<file path="config.mk">
export PLATFORM = sky130hd
export DESIGN_NAME = head_stepper
export DESIGN_NICKNAME = d
export VERILOG_FILES = /design/src/rtl/hs_pkg.sv /design/src/rtl/hs_sync.sv /design/src/rtl/hs_step_timer.sv /design/src/rtl/hs_track_reg.sv /design/src/rtl/hs_step_seq.sv /design/src/rtl/head_stepper.sv
export SDC_FILE = /design/constraint.sdc
export NUM_CORES = 1
export LEC_CHECK = 0
export BUFFER_PORTS_ARGS = -buffer_cell sky130_fd_sc_hd__buf_4
export CAP_MARGIN = 30
export CORE_MARGIN = 4
export CORE_UTILIZATION = 35
export DETAILED_ROUTE_END_ITERATION = 10
export PLACE_DENSITY = 0.5
export SYNTH_ARGS = -nofsm -noshare
export SYNTH_HDL_FRONTEND = slang
export SYNTH_SLANG_ARGS = --single-unit
</file>
<file path="constraint.sdc">
create_clock -name clk -period 7.1 [get_ports clk]
set_input_delay 0.355 -clock clk [delete_from_list [all_inputs] [get_ports clk]]
set_output_delay 0.355 -clock clk [all_outputs]
set_load 0.03 [all_outputs]
</file>
<file path="src/rtl/hs_pkg.sv">
package hs_pkg;
   typedef enum logic [2:0] {
      ST_BOOT,
      ST_IDLE,
      ST_CMP,
      ST_RCHK,
      ST_PULSE,
      ST_GAP
   } hs_state_e;

   typedef enum logic {
      OP_SEEK,
      OP_RESTORE
   } hs_op_e;

   typedef struct packed {
      logic inc;
      logic dec;
      logic clr;
   } hs_trk_cmd_t;
endpackage

</file>
<file path="src/rtl/hs_sync.sv">
module hs_sync #(
   parameter int STAGES = 2
) (
   input  logic clk,
   input  logic rst_n,
   input  logic din,
   output logic dout
);
   generate
      if (STAGES == 0) begin : g_bypass
         assign dout = din;
      end else begin : g_chain
         logic [STAGES-1:0] q;
         always_ff @(posedge clk or negedge rst_n) begin
            if (!rst_n) q <= '1;
            else        q <= {q[STAGES-2+1-1:0], din} ;
         end
         assign dout = q[STAGES-1];
      end
   endgenerate
endmodule

</file>
<file path="src/rtl/hs_step_timer.sv">
module hs_step_timer #(
   parameter int PULSE_W   = 3,
   parameter int RATE0     = 6,
   parameter int RATE1     = 10,
   parameter int RATE2     = 16,
   parameter int RATE3     = 24,
   parameter int TEST_RATE = 2,
   parameter bit TEST_EN   = 1'b1
) (
   input  logic       clk,
   input  logic       rst_n,
   input  logic       load_pulse,
   input  logic       load_gap,
   input  logic [1:0] rate_sel,
   input  logic       test_mode,
   output logic       expired
);
   function automatic int max_of(input int a, input int b);
      return (a > b) ? a : b;
   endfunction

   localparam int MAXV  = max_of(max_of(max_of(RATE0, RATE1), max_of(RATE2, RATE3)),
                                 max_of(PULSE_W, TEST_RATE));
   localparam int CNT_W = $clog2(MAXV + 1);

   logic [CNT_W-1:0] cnt;
   logic [CNT_W-1:0] sel_rate;
   logic [CNT_W-1:0] gap_len;

   always_comb begin
      unique case (rate_sel)
         2'd0:    sel_rate = CNT_W'(RATE0);
         2'd1:    sel_rate = CNT_W'(RATE1);
         2'd2:    sel_rate = CNT_W'(RATE2);
         default: sel_rate = CNT_W'(RATE3);
      endcase
   end

   generate
      if (TEST_EN) begin : g_test
         assign gap_len = (test_mode ? CNT_W'(TEST_RATE) : sel_rate) - CNT_W'(1);
      end else begin : g_notest
         assign gap_len = sel_rate - CNT_W'(1);
      end
   endgenerate

   always_ff @(posedge clk or negedge rst_n) begin
      if (!rst_n)               cnt <= '0;
      else if (load_pulse)      cnt <= CNT_W'(PULSE_W);
      else if (load_gap)        cnt <= gap_len;
      else if (cnt != '0)       cnt <= cnt - CNT_W'(1);
   end

   assign expired = (cnt == CNT_W'(1));

   AST_ONE_LOAD: assert property (@(posedge clk) disable iff (!rst_n)
      $onehot0({load_pulse, load_gap}));
   AST_PULSE_LEN: assert property (@(posedge clk) disable iff (!rst_n)
      load_pulse |=> (cnt == CNT_W'(PULSE_W)));
endmodule

</file>
<file path="src/rtl/hs_track_reg.sv">
module hs_track_reg
   import hs_pkg::*;
#(
   parameter int TRACK_W = 8
) (
   input  logic               clk,
   input  logic               rst_n,
   input  hs_trk_cmd_t        cmd,
   output logic [TRACK_W-1:0] track
);
   always_ff @(posedge clk or negedge rst_n) begin
      if (!rst_n)       track <= '0;
      else if (cmd.clr) track <= '0;
      else if (cmd.inc) track <= track + TRACK_W'(1);
      else if (cmd.dec) track <= track - TRACK_W'(1);
   end

   AST_TRACK_ONE_STEP: assert property (@(posedge clk) disable iff (!rst_n)
      (track != $past(track)) |-> (track == $past(track) + TRACK_W'(1) ||
                                   track == $past(track) - TRACK_W'(1) ||
                                   track == '0));
endmodule

</file>
<file path="src/rtl/hs_step_seq.sv">
module hs_step_seq
   import hs_pkg::*;
#(
   parameter int TRACK_W     = 8,
   parameter int MAX_RESTORE = 255
) (
   input  logic               clk,
   input  logic               rst_n,
   input  logic               seek_go,
   input  logic               restore_go,
   input  logic [TRACK_W-1:0] target,
   input  logic [TRACK_W-1:0] cur_track,
   input  logic               trk0_n,
   input  logic               expired,
   output logic               load_pulse,
   output logic               load_gap,
   output hs_trk_cmd_t        trk_cmd,
   output logic               step,
   output logic               dirc,
   output logic               done,
   output logic               err
);
   localparam int STEPS_W = $clog2(MAX_RESTORE + 1);

   hs_state_e          state;
   hs_op_e             op;
   logic [TRACK_W-1:0] tgt_q;
   logic [STEPS_W-1:0] steps_q;
   logic               dir_q, done_q, err_q;
   logic               at_max;

   assign at_max = (steps_q == STEPS_W'(MAX_RESTORE));

   always_ff @(posedge clk or negedge rst_n) begin
      if (!rst_n) begin
         state   <= ST_BOOT;
         op      <= OP_RESTORE;
         tgt_q   <= '0;
         steps_q <= '0;
         dir_q   <= 1'b0;
         done_q  <= 1'b0;
         err_q   <= 1'b0;
      end else begin
         done_q <= 1'b0;
         unique case (state)
            ST_BOOT: begin
               op      <= OP_RESTORE;
               steps_q <= '0;
               err_q   <= 1'b0;
               state   <= ST_RCHK;
            end
            ST_IDLE: begin
               if (restore_go) begin
                  op      <= OP_RESTORE;
                  steps_q <= '0;
                  err_q   <= 1'b0;
                  state   <= ST_RCHK;
               end else if (seek_go) begin
                  op    <= OP_SEEK;
                  tgt_q <= target;
                  err_q <= 1'b0;
                  state <= ST_CMP;
               end
            end
            ST_CMP: begin
               if (cur_track == tgt_q) begin
                  done_q <= 1'b1;
                  state  <= ST_IDLE;
               end else begin
                  dir_q <= (tgt_q > cur_track);
                  state <= ST_PULSE;
               end
            end
            ST_RCHK: begin
               dir_q <= 1'b0;
               if (!trk0_n) begin
                  done_q <= 1'b1;
                  state  <= ST_IDLE;
               end else if (at_max) begin
                  err_q  <= 1'b1;
                  done_q <= 1'b1;
                  state  <= ST_IDLE;
               end else begin
                  state <= ST_PULSE;
               end
            end
            ST_PULSE: begin
               if (expired) begin
                  state <= ST_GAP;
                  if (op == OP_RESTORE) steps_q <= steps_q + STEPS_W'(1);
               end
            end
            ST_GAP: begin
               if (expired) state <= (op == OP_SEEK) ? ST_CMP : ST_RCHK;
            end
            default: state <= ST_IDLE;
         endcase
      end
   end

   always_comb begin
      load_pulse  = ((state == ST_CMP) && (cur_track != tgt_q)) ||
                    ((state == ST_RCHK) && trk0_n && !at_max);
      load_gap    = (state == ST_PULSE) && expired;
      trk_cmd.inc = load_gap && (op == OP_SEEK) && dir_q;
      trk_cmd.dec = load_gap && (op == OP_SEEK) && !dir_q;
      trk_cmd.clr = (state == ST_RCHK) && !trk0_n;
   end

   assign step = (state == ST_PULSE);
   assign dirc = dir_q;
   assign done = done_q;
   assign err  = err_q;

   AST_DIR_HELD: assert property (@(posedge clk) disable iff (!rst_n)
      (step && $past(step)) |-> $stable(dirc));
   AST_RESTORE_OUTWARD: assert property (@(posedge clk) disable iff (!rst_n)
      (step && op == OP_RESTORE) |-> !dirc);
   AST_DONE_SINGLE: assert property (@(posedge clk) disable iff (!rst_n)
      done |=> !done);
   AST_ERR_WITH_DONE: assert property (@(posedge clk) disable iff (!rst_n)
      $rose(err) |-> done);
   AST_SEEK_LANDS: assert property (@(posedge clk) disable iff (!rst_n)
      (done && op == OP_SEEK) |-> (cur_track == tgt_q));
   AST_ZERO_ON_SENSOR: assert property (@(posedge clk) disable iff (!rst_n)
      (state == ST_RCHK && !trk0_n) |=> (cur_track == '0));
   AST_BUSY_IGNORES: assert property (@(posedge clk) disable iff (!rst_n)
      (state == ST_PULSE && !expired) |=> (state == ST_PULSE));
endmodule

</file>
<file path="src/rtl/head_stepper.sv">
module head_stepper
   import hs_pkg::*;
#(
   parameter int TRACK_W     = 8,
   parameter int PULSE_W     = 3,
   parameter int RATE0       = 6,
   parameter int RATE1       = 10,
   parameter int RATE2       = 16,
   parameter int RATE3       = 24,
   parameter int TEST_RATE   = 2,
   parameter bit TEST_EN     = 1'b1,
   parameter int MAX_RESTORE = 255,
   parameter int SYNC_STAGES = 2
) (
   input  logic               clk,
   input  logic               rst_n,
   input  logic               seek_go,
   input  logic               restore_go,
   input  logic [TRACK_W-1:0] target,
   input  logic               trk0_n,
   input  logic               test_mode,
   input  logic [1:0]         rate_sel,
   output logic               step,
   output logic               dirc,
   output logic [TRACK_W-1:0] cur_track,
   output logic               done,
   output logic               restore_err
);
   localparam int MIN_RATE = (TEST_RATE < RATE0) ? TEST_RATE : RATE0;

   generate
      if (TRACK_W < 1 || TRACK_W > 16) begin : g_bad_width
         $error("head_stepper: TRACK_W out of range");
      end
      if (PULSE_W < 1) begin : g_bad_pulse
         $error("head_stepper: PULSE_W must be at least 1");
      end
      if (RATE0 < 2 || RATE1 < 2 || RATE2 < 2 || RATE3 < 2 || TEST_RATE < 2) begin : g_bad_rate
         $error("head_stepper: every interval must be at least 2");
      end
      if (MAX_RESTORE < 1) begin : g_bad_max
         $error("head_stepper: MAX_RESTORE must be at least 1");
      end
      if (SYNC_STAGES < 0 || SYNC_STAGES > 4 || PULSE_W + MIN_RATE - 1 <= SYNC_STAGES) begin : g_bad_sync
         $error("head_stepper: sensor synchroniser too deep for the step timing");
      end
   endgenerate

   logic        trk0_s;
   logic        expired, load_pulse, load_gap;
   hs_trk_cmd_t trk_cmd;

   hs_sync #(.STAGES(SYNC_STAGES)) u_sync (
      .clk  (clk),
      .rst_n(rst_n),
      .din  (trk0_n),
      .dout (trk0_s)
   );

   hs_step_timer #(
      .PULSE_W  (PULSE_W),
      .RATE0    (RATE0),
      .RATE1    (RATE1),
      .RATE2    (RATE2),
      .RATE3    (RATE3),
      .TEST_RATE(TEST_RATE),
      .TEST_EN  (TEST_EN)
   ) u_timer (
      .clk       (clk),
      .rst_n     (rst_n),
      .load_pulse(load_pulse),
      .load_gap  (load_gap),
      .rate_sel  (rate_sel),
      .test_mode (test_mode),
      .expired   (expired)
   );

   hs_track_reg #(.TRACK_W(TRACK_W)) u_track (
      .clk  (clk),
      .rst_n(rst_n),
      .cmd  (trk_cmd),
      .track(cur_track)
   );

   hs_step_seq #(
      .TRACK_W    (TRACK_W),
      .MAX_RESTORE(MAX_RESTORE)
   ) u_seq (
      .clk       (clk),
      .rst_n     (rst_n),
      .seek_go   (seek_go),
      .restore_go(restore_go),
      .target    (target),
      .cur_track (cur_track),
      .trk0_n    (trk0_s),
      .expired   (expired),
      .load_pulse(load_pulse),
      .load_gap  (load_gap),
      .trk_cmd   (trk_cmd),
      .step      (step),
      .dirc      (dirc),
      .done      (done),
      .err       (restore_err)
   );

   AST_RESET_QUIET: assert property (@(posedge clk)
      !rst_n |-> (!step && !dirc && !done && !restore_err && cur_track == '0));
endmodule

</file>
# After elaboration in Yosys (flattened, before gate mapping)
# Index checks and enable logic that the tools add are counted.
# word_totals
output_inout_bits	12
wordCells	98
ff_bits	38
input_bits	16
# op_classes
muxes	34
order_cmp	1
n_eq_ne	19
addsub	5
reduce_logical	27
bitwise	2
# ops
cell	n
8-bit 2-to-1 mux	6
8-bit case mux with 3 select lines	1
3-bit 2-to-1 mux	7
5-bit 2-to-1 mux	4
3-bit case mux with 6 select lines	1
8-bit by 1-bit adder with 8-bit output, second input constant	2
5-bit case mux with 3 select lines	1
3-bit nonzero test	4
1-bit 2-to-1 mux	10
5-bit by 1-bit subtractor with 5-bit output, second input constant	2
8-bit == test	1
8-bit == test, second input constant	1
8-bit > comparator	1
1-bit logical AND	8
2-bit by 1-bit != test with 1-bit output, second input constant	4
8-bit != test	1
4-bit AND reduction	2
8-bit by 1-bit subtractor with 8-bit output, second input constant	1
3-bit by 2-bit == test with 1-bit output, second input constant	2
3-bit == test, second input constant	2
2-bit != test, second input constant	3
1-bit case mux with 2 select lines	3
3-bit AND reduction	2
5-bit by 1-bit == test with 1-bit output, second input constant	1
other kinds (13)	18

# Logic depth before layout (Yosys ltp)
# Gate-level depths: netlist of the first run.
# logic_depth
word_depth	7
ltp_mapped	14
depth_no_buf	13

# Modules after synthesis
# A second synthesis of the first run with hierarchy kept.
# unflattened
hier_cells	253
hier_area_um2	2484.9
# modules_own_cells
module	n_inst	cells_per_inst	area_per_inst_um2
hs_step_seq	1	142	1421.4
hs_track_reg	1	76	668.1
hs_step_timer	1	33	342.8
hs_sync	1	2	52.6

# Least setup slack after synthesis of the first run
# Ideal clock, no wire load.
# synth_path
path_type	flip-flop to flip-flop
from	register u_seq.state[1]
to	register u_track.track[7]
path_stages_with_launch	13
setup_time_ps	78
required_ps	7022
period_less_slack_ps	2992
arrival_ps	2914
setup_slack_ps	4108
path_cell_list	dfrtp_1 and2b_1 nand2b_4 inv_1 nand2_1 nor2_1 nand2_1 ha_1 a21oi_1 a211oi_1 or3_1 a211oi_1 o21bai_1
# synth_between
elab_chain_len	6
word_cells_on_any_way	10
classes_between	eq/ne (2); mux (2); reduce/logical (6)
# synth_lines
element	line_no	text
from (decl)	hs_step_seq.sv:25	hs_state_e state;
from (signal assigned)	hs_step_seq.sv:94	if (expired) state <= (op == OP_SEEK) ? ST_CMP : ST_RCHK;
3-bit == test (*)	-	
named net step	head_stepper.sv:23	output logic step,
1-bit logical AND (*)	hs_step_seq.sv:104	load_gap = (state == ST_PULSE) && expired;
1-bit logical AND (*)	hs_step_seq.sv:105, hs_step_seq.sv:106	
1-bit logical AND	hs_step_seq.sv:105	trk_cmd.inc = load_gap && (op == OP_SEEK) && dir_q;
8-bit 2-to-1 mux	hs_track_reg.sv:14	else if (cmd.inc) track <= track + TRACK_W'(1);
8-bit 2-to-1 mux	hs_track_reg.sv:13	else if (cmd.clr) track <= '0;
to (signal assigned)	hs_track_reg.sv:14	
to (signal assigned)	hs_track_reg.sv:15	else if (cmd.dec) track <= track - TRACK_W'(1);
to (decl)	hs_track_reg.sv:9	output logic [TRACK_W-1:0] track
# The timed path passes the listed nets; every way through them passes the cells marked *.
# A chain may end at the register's enable or synchronous reset.

# Worst setup path in the final report of the first run
# layout_path
from	register u_timer.cnt[1]
to	register u_track.track[7]
# layout_between
elab_chain_len	6
word_cells_on_any_way	8
classes_between	eq/ne (1); mux (2); reduce/logical (5)
# layout_lines
element	line_no	text
from (decl)	hs_step_timer.sv:26	logic [CNT_W-1:0] cnt;
from (signal assigned)	hs_step_timer.sv:49	else if (load_pulse) cnt <= CNT_W'(PULSE_W);
from (signal assigned)	hs_step_timer.sv:50	else if (load_gap) cnt <= gap_len;
from (signal assigned)	hs_step_timer.sv:51	else if (cnt != '0) cnt <= cnt - CNT_W'(1);
5-bit by 1-bit == test with 1-bit output (*)	hs_step_timer.sv:54	assign expired = (cnt == CNT_W'(1));
1-bit logical AND (*)	hs_step_seq.sv:104	
1-bit logical AND (*)	hs_step_seq.sv:105, hs_step_seq.sv:106	
1-bit logical AND	hs_step_seq.sv:105	
8-bit 2-to-1 mux	hs_track_reg.sv:14	
8-bit 2-to-1 mux	hs_track_reg.sv:13	
# Every way passes the cells marked *; elsewhere a longest branch is shown, timed or not.

==> results of run 1 <==
cell families (layout without fill, tap and decap cells):
family                     after synthesis  in the layout
and+or+nand+nor                         84             84
AOI/OAI and AO/OA                       69             69
DFF                                     38             38
buffers and inverters                   21             51
adders and majority gates               19             19
xor gates and xnor gates                 9              9
muxes                                    7              7
sequential cells by signal, summed over array words and instances (netlist names):
name	cells
u_seq.dirc	1
u_seq.done	1
u_seq.err	1
u_seq.op	1
u_seq.state	3
u_seq.steps_q	8
u_seq.tgt_q	8
u_sync.g_chain.q	2
u_timer.cnt	5
u_track.track	8
through the flow:
step / setup slack, ns / cells / area, sq um / power (mW)
floorplan: 4.108 / 247 / 2356 / 0.7381
global placement: 3.898 / 346 / 2603 / 0.8394
detailed placement: 3.767 / 346 / 2603 / 0.8371
CTS: 3.731 / 354 / 2713 / 1.019
global route: 3.474 / 354 / 2713 / 1.101
finish: 3.741 / 354 / 2713 / 1.006
power by group through the flow:
stage / Sequential, mW / Clock [mW] / Combinational [mW]
final: 0.356 / 0.176 / 0.474
after global routing: 0.369 / 0.195 / 0.537
after CTS: 0.357 / 0.183 / 0.479
after detailed placement: 0.361 / 0 / 0.476
after global placement: 0.362 / 0 / 0.478
after floorplan: 0.358 / 0 / 0.380
final timing paths:
path | startpoint | endpoint | slack, ns | cells after the start
setup / recovery | u_timer.cnt[1]$_DFFE_PN0P_ | u_track.track[7]$_DFFE_PN0P_ | 3.74 | 12
hold / removal | rst_n | u_timer.cnt[1]$_DFFE_PN0P_ | 0.04 | 1
setup reg to reg | u_timer.cnt[1]$_DFFE_PN0P_ | u_track.track[7]$_DFFE_PN0P_ | 3.74 | 12
hold reg to reg | u_sync.g_chain.q[0]$_DFF_PN1_ | u_sync.g_chain.q[1]$_DFF_PN1_ | 0.36 | 0
max in group asynchronous | rst_n | u_sync.g_chain.q[0]$_DFF_PN1_ | 6.70 | 1
min in group clk | trk0_n | u_sync.g_chain.q[0]$_DFF_PN1_ | 0.17 | 1
layout by cell type (no fill, tap or decap), types with 4 or more instances in the layout:
cell       n
dfrtp_1   35
nand2_1   28
buf_4     27
ha_1      18
inv_1     16
nor2_1    16
o21ai_0   15
a21oi_1   15
o21ai_1    9
o31ai_1    8
clkbuf_8   8
mux2_2     7
xnor2_1    6
a31oi_1    6
nor2b_1    5
nand3_1    5
nor3_1     5
nand2b_1   4
metal layers:
layer  wire, microns  track usage [%]  up-vias
li1                -                -      941
met1            2676            18.01      875
met2            2242            19.42       23
met3             109            2.922        2
met4              47            4.592        0
met5               0                0        -
worst reg2reg max path: stages, from the launching register on:
cell      delay, ns
dfrtp_1        0.39
inv_1          0.10
ha_1           0.17
nor4b_2        0.40
nand2_1        0.29
nor2_1         0.21
nand2_1        0.21
ha_1           0.39
a21oi_1        0.24
a211oi_1       0.13
or3_1          0.38
a211oi_1       0.25
o21bai_1       0.14
layout make-up:
cell class / count / area [sq um] / share of cell area [%]
clock buffers: 8 / 110.1 / 4.059
inverters: 16 / 60.06 / 2.214
multi-input cells: 188 / 1289 / 47.51
flip-flops and latches: 38 / 954.7 / 35.19
well taps: 77 / 96.34 / 3.552
repair buffers: 27 / 202.7 / 7.472
==> reports/results.tsv, run 1 <==
stage	metric	value	unit
synthesis	synth_edf_count	0	
floorplan	die_area	8108	sq um
power_and_ir_drop	seq_power_share	35.4	%
detailed_routing	drtIter0Drc	61	
finish	fin_nets	311	
clock_tree	cts_tree	done	
setup_path	worstPathMaxFanout	7	
global_route	grt_pass1_wl	8.473	mm
synthesis	synth_most_common_cell	dfrtp_1	
synthesis	syn_area	2356	sq um
floorplan	boundaryPins	28	
synthesis	synth-compound-area-share	18.80	%
clock_tree	cts_buffers	5	
placement	numPortBuffers	27	
sta	min_period	3.359	ns
placement	post-dp-hpwl	3.783	mm
global_route	grt-ovfl-total	0	
synthesis	synthArstFlopShare	100.0	%
synthesis	synth_top_family_by_area	compound AO/OA/AOI/OAI gates	
clock_tree	cts_root_buf	clkbuf_8	
power_and_ir_drop	p_switching	408.6	uW
floorplan	coreArea	6459	sq um
synthesis	synth_top_cell_area_share	37.17	%
setup_path	cp-end-kind	register	
synthesis	ys_types	48	
synthesis	synthTopCellsByCount	dfrtp_1 (35), nand2_1 (28), ha_1 (18)	
setup_path	cp_num_buf_inv	1	
detailed_routing	ant_nets	0	
power_and_ir_drop	p_clk_share	17.5	%
synthesis	yosys.area.top_type	dfrtp_1	
outcome	outcome	completed	
clock_tree	htree_levels	2	
setup_path	cp_cell_sequence	inv_1 -> ha_1 -> nor4b_2 -> nand2_1 -> nor2_1 -> nand2_1 -> ha_1 -> a21oi_1 -> a211oi_1 -> or3_1 -> a211oi_1 -> o21bai_1	
global_route	grt_use_total	12.87	%
setup_path	critical_path_class	reg -> reg	
synthesis	ys_ff_latch	38	
floorplan	chipWidth	90.05	microns
finish	n_antenna_cell	0	
detailed_routing	num_vias	1841	
finish	drive_above_1_share	18.77	%
detailed_routing	drt-vias-per-instance	5.201	
floorplan	die_y	90.05	microns
floorplan	initial_utilization	36.48	%
sta	fin_setup_tns	0	ns
synthesis	yosys.area_share.xor_xnor	3.346	%
sta	slew_violations	0	
synthesis	synth-seq-area-share	40.52	%
setup_path	critical_path_arrival	3.57	ns
synthesis	avgSynthCellArea	9.539	sq um
finish	final_util	42.00	%
clock_tree	clkTransAtPathRegs	0.08	ns
sta	worstMarginPinSlew	0.5428	ns
synthesis	synth_simple_gate_area_share	18.80	%
sta	holdWs	0.03660	ns
global_route	grt_pass1_vias	1672	
setup_path	critPathTopFamily	simple AND/OR/NAND/NOR gates	
detailed_routing	wl_per_cell	14.34	microns
finish	area_growth	15.14	%
placement	place.gp.congestion	0.7848	
setup_path	worstPathRequired	7.31	ns
synthesis	synthesis.nets	282	
sta	setup_viol	0	
power_and_ir_drop	combPwrFrac	47.1	%
power_and_ir_drop	vdd_drop_max	0.1614	mV
clock_tree	cts_sinks	38	
power_and_ir_drop	p_leak	1.240	nW
setup_path	startpoint_type	register	
synthesis	ys.flop_type	dfrtp_1	
sta	fmax	297.7	MHz
sta	post-route-period-util	47.31	%
job	cap_violations	0	
clock_tree	hold_buffers	0	
sta	slew_headroom	63.43	%
sta	final-hold-violation-count	0	
sta	rsz0062_at_grt	false	
synthesis	synth-adder-area-share	10.41	%
synthesis	syn_inst	247	
detailed_routing	drtPass1Iterations	4	
finish	fill_cells	639	
power_and_ir_drop	p_per_area	370.8	nW/um^2
detailed_routing	routed_wl	5.076	mm
power_and_ir_drop	swShare	40.62	%
clock_tree	clockBufferDepth	2	
clock_tree	ctsResizeCount	0	
synthesis	synth.area.top_cells	dfrtp_1 (37%), ha_1 (9.6%), nand2_1 (4.5%), dfstp_2 (3.3%), mux2_2 (3.3%)	
hold_path	hold_class	in -> async	
setup_path	crit_path_top_delay_cell	nor4b_2	
detailed_routing	drc_errors	0	
setup_path	slowest_delay	0.40	ns
global_route	grt_max_degree	39	
global_route	grt_antenna_before_repair	0	
clock_tree	cts_setup_buffers	0	
synthesis	yosysWarningCount	0	
power_and_ir_drop	internal_power	597.2	uW
clock_tree	insertion_delay	0.29	ns
synthesis	synth.area.mux_share	3.346	%
sta	fin_skew	0.005085	ns
floorplan	std_cell_rows	29	
(Power assumes the default switching activity.)
==> run 2, diff against run 1 <==
- clock period: 7.1 -> 3.2 ns (I/O delays scaled with it)
==> reports/results.tsv, run 2 (synthesized netlist as in run 1, its figures left out) <==
stage	metric	value	unit	change
outcome	outcome	completed		
clock_tree	cts_buffers	5		unchanged
finish	multi_input_area	1291	sq um	+0.19%
finish	final_util	42.75	%	+0.76 points
detailed_routing	drtIter0Drc	73		+20%
sta	holdWs	0.08571	ns	+0.04911 ns
hold_path	hold_path.startpoint	target[0]		
sta	rsz0062_at_grt	false		
detailed_routing	routed_wl	5.077	mm	about the same
finish	reg.largest.list	u_seq.steps_q x8, u_seq.tgt_q x8, u_track.track x8		
setup_path	startpoint	u_timer.cnt[1]$_DFFE_PN0P_		
setup_path	critical_path_class	reg -> reg		
setup_path	r2r_start	u_timer.cnt[1]$_DFFE_PN0P_		
power_and_ir_drop	p_clk_share	15.4	%	-2.1 points
finish	most-common-layout-cells	dfrtp_1 (35), buf_4 (33), nand2_1 (27), ha_1 (18)		
clock_tree	clkTransAtPathRegs	0.07	ns	about the same
finish	n_antenna_cell	0		unchanged
power_and_ir_drop	p_leak	1.270	nW	+2.4%
global_route	grt_antenna_before_repair	0		unchanged
setup_path	critPathTopFamily	simple AND/OR/NAND/NOR gates		
global_route	grt_max_degree	39		unchanged
placement	place.gp.congestion	0.7852		about the same
sta	fin_skew	0.004809	ns	-0.0002755 ns
power_and_ir_drop	swShare	40.93	%	+0.31 points
floorplan	die_area	8108	sq um	unchanged
global_route	grt_use_total	13.42	%	+0.55 points
power_and_ir_drop	p_switching	911.9	uW	+120%
placement	numPortBuffers	27		unchanged
setup_path	worstPathRequired	3.42	ns	-3.89 ns
clock_tree	htree_levels	2		unchanged
setup_path	slowest_delay	0.39	ns	about the same
setup_path	cp-end-kind	register		
power_and_ir_drop	vdd_drop_max	0.3462	mV	+110%
finish	regArea	954.7	sq um	unchanged
detailed_routing	drt-vias-per-instance	5.061		-2.7%
setup_path	cp_num_buf_inv	1		unchanged
detailed_routing	num_vias	1832		-0.49%
global_route	grt-ovfl-total	0		unchanged
power_and_ir_drop	combPwrFrac	51.1	%	+4.0 points
floorplan	die_y	90.05	microns	unchanged
sta	min_period	2.886	ns	-0.4728 ns
sta	worstMarginPinSlew	0.5774	ns	+0.03457 ns
sta	fin_setup_tns	0	ns	unchanged
detailed_routing	ant_nets	0		unchanged
sta	setup_viol	0		unchanged
finish	fill_cells	645		+0.94%
finish	final_common_cell	dfrtp_1		
sta	fmax	346.4	MHz	+16%
clock_tree	cts_tree	done		
clock_tree	cts_root_buf	clkbuf_8		
floorplan	boundaryPins	28		unchanged
setup_path	critical_path_arrival	3.11	ns	-0.46 ns
global_route	grt_pass1_vias	1743		+4.2%
detailed_routing	drtPass1Iterations	4		unchanged
setup_path	crit_path_top_delay_cell	dfrtp_1		
detailed_routing	drc_errors	0		unchanged
power_and_ir_drop	internal_power	1.316	mW	+120%
sta	slew_violations	0		unchanged
clock_tree	cts_sinks	38		unchanged
finish	area_growth	17.21	%	
setup_path	startpoint_type	register		
setup_path	worstPathMaxFanout	7		unchanged
placement	placed_area	2648	sq um	+1.7%
detailed_routing	wl_per_cell	14.02	microns	-2.2%
finish	fin_area	2761	sq um	+1.8%
setup_path	cp_cell_sequence	inv_1 -> ha_1 -> nor4b_2 -> nand2_1 -> nor2_1 -> nand2_2 -> ha_1 -> a21oi_1 -> a211oi_1 -> or3_1 -> a211oi_1 -> o21bai_1		
floorplan	std_cell_rows	29		unchanged
clock_tree	clockBufferDepth	2		unchanged
placement	post-dp-hpwl	3.770	mm	-0.33%
finish	drive_above_1_share	20.35	%	+1.6 points
power_and_ir_drop	seq_power_share	33.4	%	-2.0 points
floorplan	coreArea	6459	sq um	unchanged
job	cap_violations	0		unchanged
clock_tree	insertion_delay	0.29	ns	about the same
floorplan	initial_utilization	36.48	%	unchanged
floorplan	chipWidth	90.05	microns	unchanged
global_route	grt_pass1_wl	8.935	mm	+5.5%
finish	fin_nets	319		+2.6%
sta	slew_headroom	61.10	%	-2.3 points
hold_path	hold_class	in -> reg		
sta	final-hold-violation-count	0		unchanged
power_and_ir_drop	p_per_area	806.8	nW/um^2	+120%
sta	post-route-period-util	90.20	%	+43 points
[run 2: cell types whose count changed in the layout (fill, tap and decap cells not counted), sizes merged]
cell	change
clkinv	+1
clkbuf	-1
dlygate4sd3	+2
buf	+6
[run 2: what timing repair did]
action	4_1_cts	5_1_grt
setup endpoints to repair	0	1
hold buffers	2	0
endpoints found under the hold margin	36	0
gates resized for setup	0	1
buffers inserted	0	0
[run 2: path summary, 6_finish.rpt]
check                                           endpoint  slack [ns]  depth (start not counted)
setup / recovery            u_track.track[7]$_DFFE_PN0P_        0.31                         12
hold / removal                u_seq.tgt_q[0]$_DFFE_PN0P_        0.09                          3
setup reg to reg            u_track.track[7]$_DFFE_PN0P_        0.31                         12
hold reg to reg            u_sync.g_chain.q[1]$_DFF_PN1_        0.36                          0
max in group asynchronous           u_seq.op$_DFFE_PN1P_        2.46                          2
min in group asynchronous     u_timer.cnt[1]$_DFFE_PN0P_        0.38                          2
[run 2: metal layers]
layer | global-route usage (%) | share of wire (%)
met5 | 0 | 0
met4 | 4.974 | 1.2
met3 | 2.671 | 2.6
met2 | 19.10 | 44
met1 | 19.90 | 52
[run 2: cell type report]
cell class	instances	share of cell area, %
Clock buffer	7	3.126
Clock inverter	1	0.1812
Inverter	16	2.175
Multi-Input combinational cell	188	46.76
Sequential cell	38	34.57
Tap cell	77	3.489
Timing Repair Buffer	35	9.696
[run 2: tightest hold or removal path, cell delays in order]
cell     delay, ns
buf_4         0.08
nand2_1       0.03
o21ai_0       0.07
[run 2: power by group through the flow]
| stage | Combinational (mW) | Sequential, mW | Clock, mW |
|---|---|---|---|
| final | 1.14 | 0.745 | 0.344 |
| after global routing | 1.31 | 0.767 | 0.386 |
| after global placement | 1.14 | 0.756 | 0 |
| after detailed placement | 1.14 | 0.753 | 0 |
| after CTS | 1.15 | 0.745 | 0.360 |
| after floorplan | 0.843 | 0.794 | 0 |
[run 2: metrics by stage]
step	power (mW)	instances	worst slack, ns
finish	2.228	362	0.3135
global route	2.459	362	0.01742
CTS	2.258	362	0.2370
detailed placement	1.895	352	0.2960
global placement	1.897	352	0.3540
floorplan	1.638	247	0.2081
==> run 3, diff against run 2 <==
- CORE_UTILIZATION: 35 -> 58
- GPL_ROUTABILITY_DRIVEN: default -> 1
- PLACE_DENSITY: 0.5 -> 0.76
==> reports/results.tsv, run 3 (synthesized netlist as in run 1, its figures left out) <==
stage	metric	value	unit	change
sta	slew_violations	0		unchanged
setup_path	critical_path_class	reg -> reg		
power_and_ir_drop	vdd_drop_max	0.4782	mV	+38%
global_route	grt_max_degree	39		unchanged
setup_path	r2r_setup_slack	0.32	ns	about the same
sta	min_period	2.880	ns	-0.006684 ns
detailed_routing	drtIter0Drc	103		+41%
global_route	grt_pass1_vias	1908		+9.5%
setup_path	worstSetupEndpoint	u_track.track[7]$_DFFE_PN0P_		
floorplan	std_cell_rows	22		-24%
finish	area_growth	15.51	%	
power_and_ir_drop	p_clk_share	15.5	%	about the same
detailed_routing	wl_per_cell	14.77	microns	+5.3%
detailed_routing	dr.max_layer_used	met4		
setup_path	r2r_start	u_seq.state[1]$_DFFE_PN0P_		
finish	drive_above_1_share	20.42	%	+0.072 points
setup_path	worstPathRequired	3.42	ns	about the same
setup_path	startpoint	u_seq.state[1]$_DFFE_PN0P_		
clock_tree	htree_levels	2		unchanged
finish	regArea	954.7	sq um	unchanged
sta	holdWs	0.07334	ns	-0.01237 ns
detailed_routing	drtPass1Iterations	4		unchanged
detailed_routing	ant_nets	0		unchanged
power_and_ir_drop	combPwrFrac	51.2	%	about the same
setup_path	r2r_end	u_track.track[7]$_DFFE_PN0P_		
clock_tree	cts_setup_buffers	0		unchanged
detailed_routing	drt-vias-per-instance	5.741		+13%
finish	most-common-layout-cells	dfrtp_1 (35), buf_4 (32), nand2_1 (27), ha_1 (18)		
job	cap_violations	0		unchanged
setup_path	critical_path_arrival	3.10	ns	about the same
sta	fin_setup_tns	0	ns	unchanged
floorplan	die_y	71.74	microns	-20%
global_route	grt-ovfl-total	0		unchanged
setup_path	worstPathMaxFanout	7		unchanged
sta	worstMarginPinSlew	0.5697	ns	-0.007618 ns
floorplan	initial_utilization	62.02	%	+26 points
clock_tree	cts_root_buf	clkbuf_8		
clock_tree	cts_sinks	38		unchanged
setup_path	worstRegToRegCells	12		unchanged
detailed_routing	routed_wl	4.904	mm	-3.4%
detailed_routing	wl_met2	2.253	mm	+1.2%
finish	fill_cells	299		-54%
detailed_routing	wl_met1	2.290	mm	-14%
floorplan	boundaryPins	28		unchanged
clock_tree	cts_tree	done		
power_and_ir_drop	swShare	41.38	%	+0.45 points
sta	fmax	347.2	MHz	+0.23%
global_route	grt_pass1_wl	8.659	mm	-3.1%
hold_path	hold_class	in -> reg		
sta	rsz0062_at_grt	false		
setup_path	cp-end-kind	register		
floorplan	coreArea	3799	sq um	-41%
detailed_routing	num_vias	1906		+4.0%
placement	numPortBuffers	27		unchanged
power_and_ir_drop	p_switching	928.8	uW	+1.9%
detailed_routing	met3_length	284	microns	+120%
sta	post-route-period-util	89.99	%	-0.21 points
power_and_ir_drop	seq_power_share	33.3	%	about the same
power_and_ir_drop	internal_power	1.316	mW	about the same
power_and_ir_drop	p_per_area	824.7	nW/um^2	+2.2%
finish	fin_nets	318		-0.31%
floorplan	die_area	5146	sq um	-37%
sta	fin_skew	0.009800	ns	+0.004991 ns
global_route	grt_use_total	20.93	%	+7.5 points
clock_tree	clkTransAtPathRegs	0.08	ns	about the same
finish	final_common_cell	dfrtp_1		
clock_tree	cts_buffers	5		unchanged
placement	post-dp-hpwl	3.570	mm	-5.3%
placement	place.gp.congestion	0.8901		+13%
finish	n_antenna_cell	0		unchanged
clock_tree	insertion_delay	0.29	ns	about the same
finish	multi_input_area	1295	sq um	+0.29%
sta	final-hold-violation-count	0		unchanged
sta	slew_headroom	61.62	%	+0.51 points
finish	reg.largest.list	u_seq.steps_q x8, u_seq.tgt_q x8, u_track.track x8		
sta	setup_viol	0		unchanged
floorplan	chipWidth	71.74	microns	-20%
clock_tree	clockBufferDepth	2		unchanged
setup_path	startpoint_type	register		
outcome	outcome	completed		
detailed_routing	drc_errors	0		unchanged
power_and_ir_drop	p_leak	1.265	nW	-0.35%
global_route	grt_antenna_before_repair	0		unchanged
run 3: cell count changes in the layout (fill, tap and decap cells not counted), sizes merged:
cell  previous run  this run
buf             33        32
run 3: worst min-delay path by stage:
stage | slack (ns) | cells past startpoint | start | endpoint
final | 0.07 | 3 | target[0] | u_seq.tgt_q[0]$_DFFE_PN0P_
after global routing | 0.09 | 3 | target[0] | u_seq.tgt_q[0]$_DFFE_PN0P_
after CTS | 0.07 | 3 | target[0] | u_seq.tgt_q[0]$_DFFE_PN0P_
after detailed placement | 0.15 | 1 | rst_n | u_seq.steps_q[5]$_DFFE_PN0P_
after global placement | 0.16 | 1 | rst_n | u_seq.steps_q[2]$_DFFE_PN0P_
after floorplan | -0.14 | 0 | rst_n | u_seq.dirc$_DFFE_PN0P_
run 3: repair_timing:
action	4_1_cts	5_1_grt
endpoints found under the hold margin	36	0
resized for setup	0	2
hold buffers	2	0
setup endpoints to repair	0	1
run 3: layout make-up:
type | count | share of cell area, %
Clock inverter | 1 | 0.1839
Tap cell | 48 | 2.207
Multi-Input combinational cell | 188 | 47.59
Timing Repair Buffer | 34 | 9.563
Sequential cell | 38 | 35.08
Clock buffer | 7 | 3.172
Inverter | 16 | 2.207
run 3: per-layer routing:
metal	global-route usage, %	vias to the layer above
met5	0	-
met4	6.054	0
met3	5.049	11
met2	33.27	54
met1	28.42	888
li1	-	953
run 3: power by group through the flow:
stage | sequential (mW) | combinational [mW] | clock, mW
after global routing | 0.771 | 1.30 | 0.373
after floorplan | 0.794 | 0.843 | 0
after global placement | 0.750 | 1.11 | 0
after detailed placement | 0.755 | 1.13 | 0
final | 0.747 | 1.15 | 0.347
after CTS | 0.747 | 1.15 | 0.355
run 3: worst max-delay path, cell delays in order (launching register included):
cell	delay, ns
dfrtp_1	0.38
and2b_1	0.28
nand2b_4	0.11
inv_1	0.18
nand2_1	0.11
nor2_1	0.18
nand2_2	0.15
ha_1	0.37
a21oi_2	0.19
a211oi_1	0.10
or3_1	0.38
a211oi_1	0.24
o21bai_1	0.14
run 3: metrics by stage:
stage	setup WS (ns)	power, mW	instances	instance area [sq um]	utilization [%]
after floorplan	0.2081	1.638	247	2356	-
after global placement	0.3731	1.858	322	2604	68.54
after detailed placement	0.2664	1.884	322	2604	68.54
after CTS	0.2185	2.254	332	2715	71.48
after global routing	0.06046	2.446	332	2721	71.64
final	0.3202	2.244	332	2721	71.64
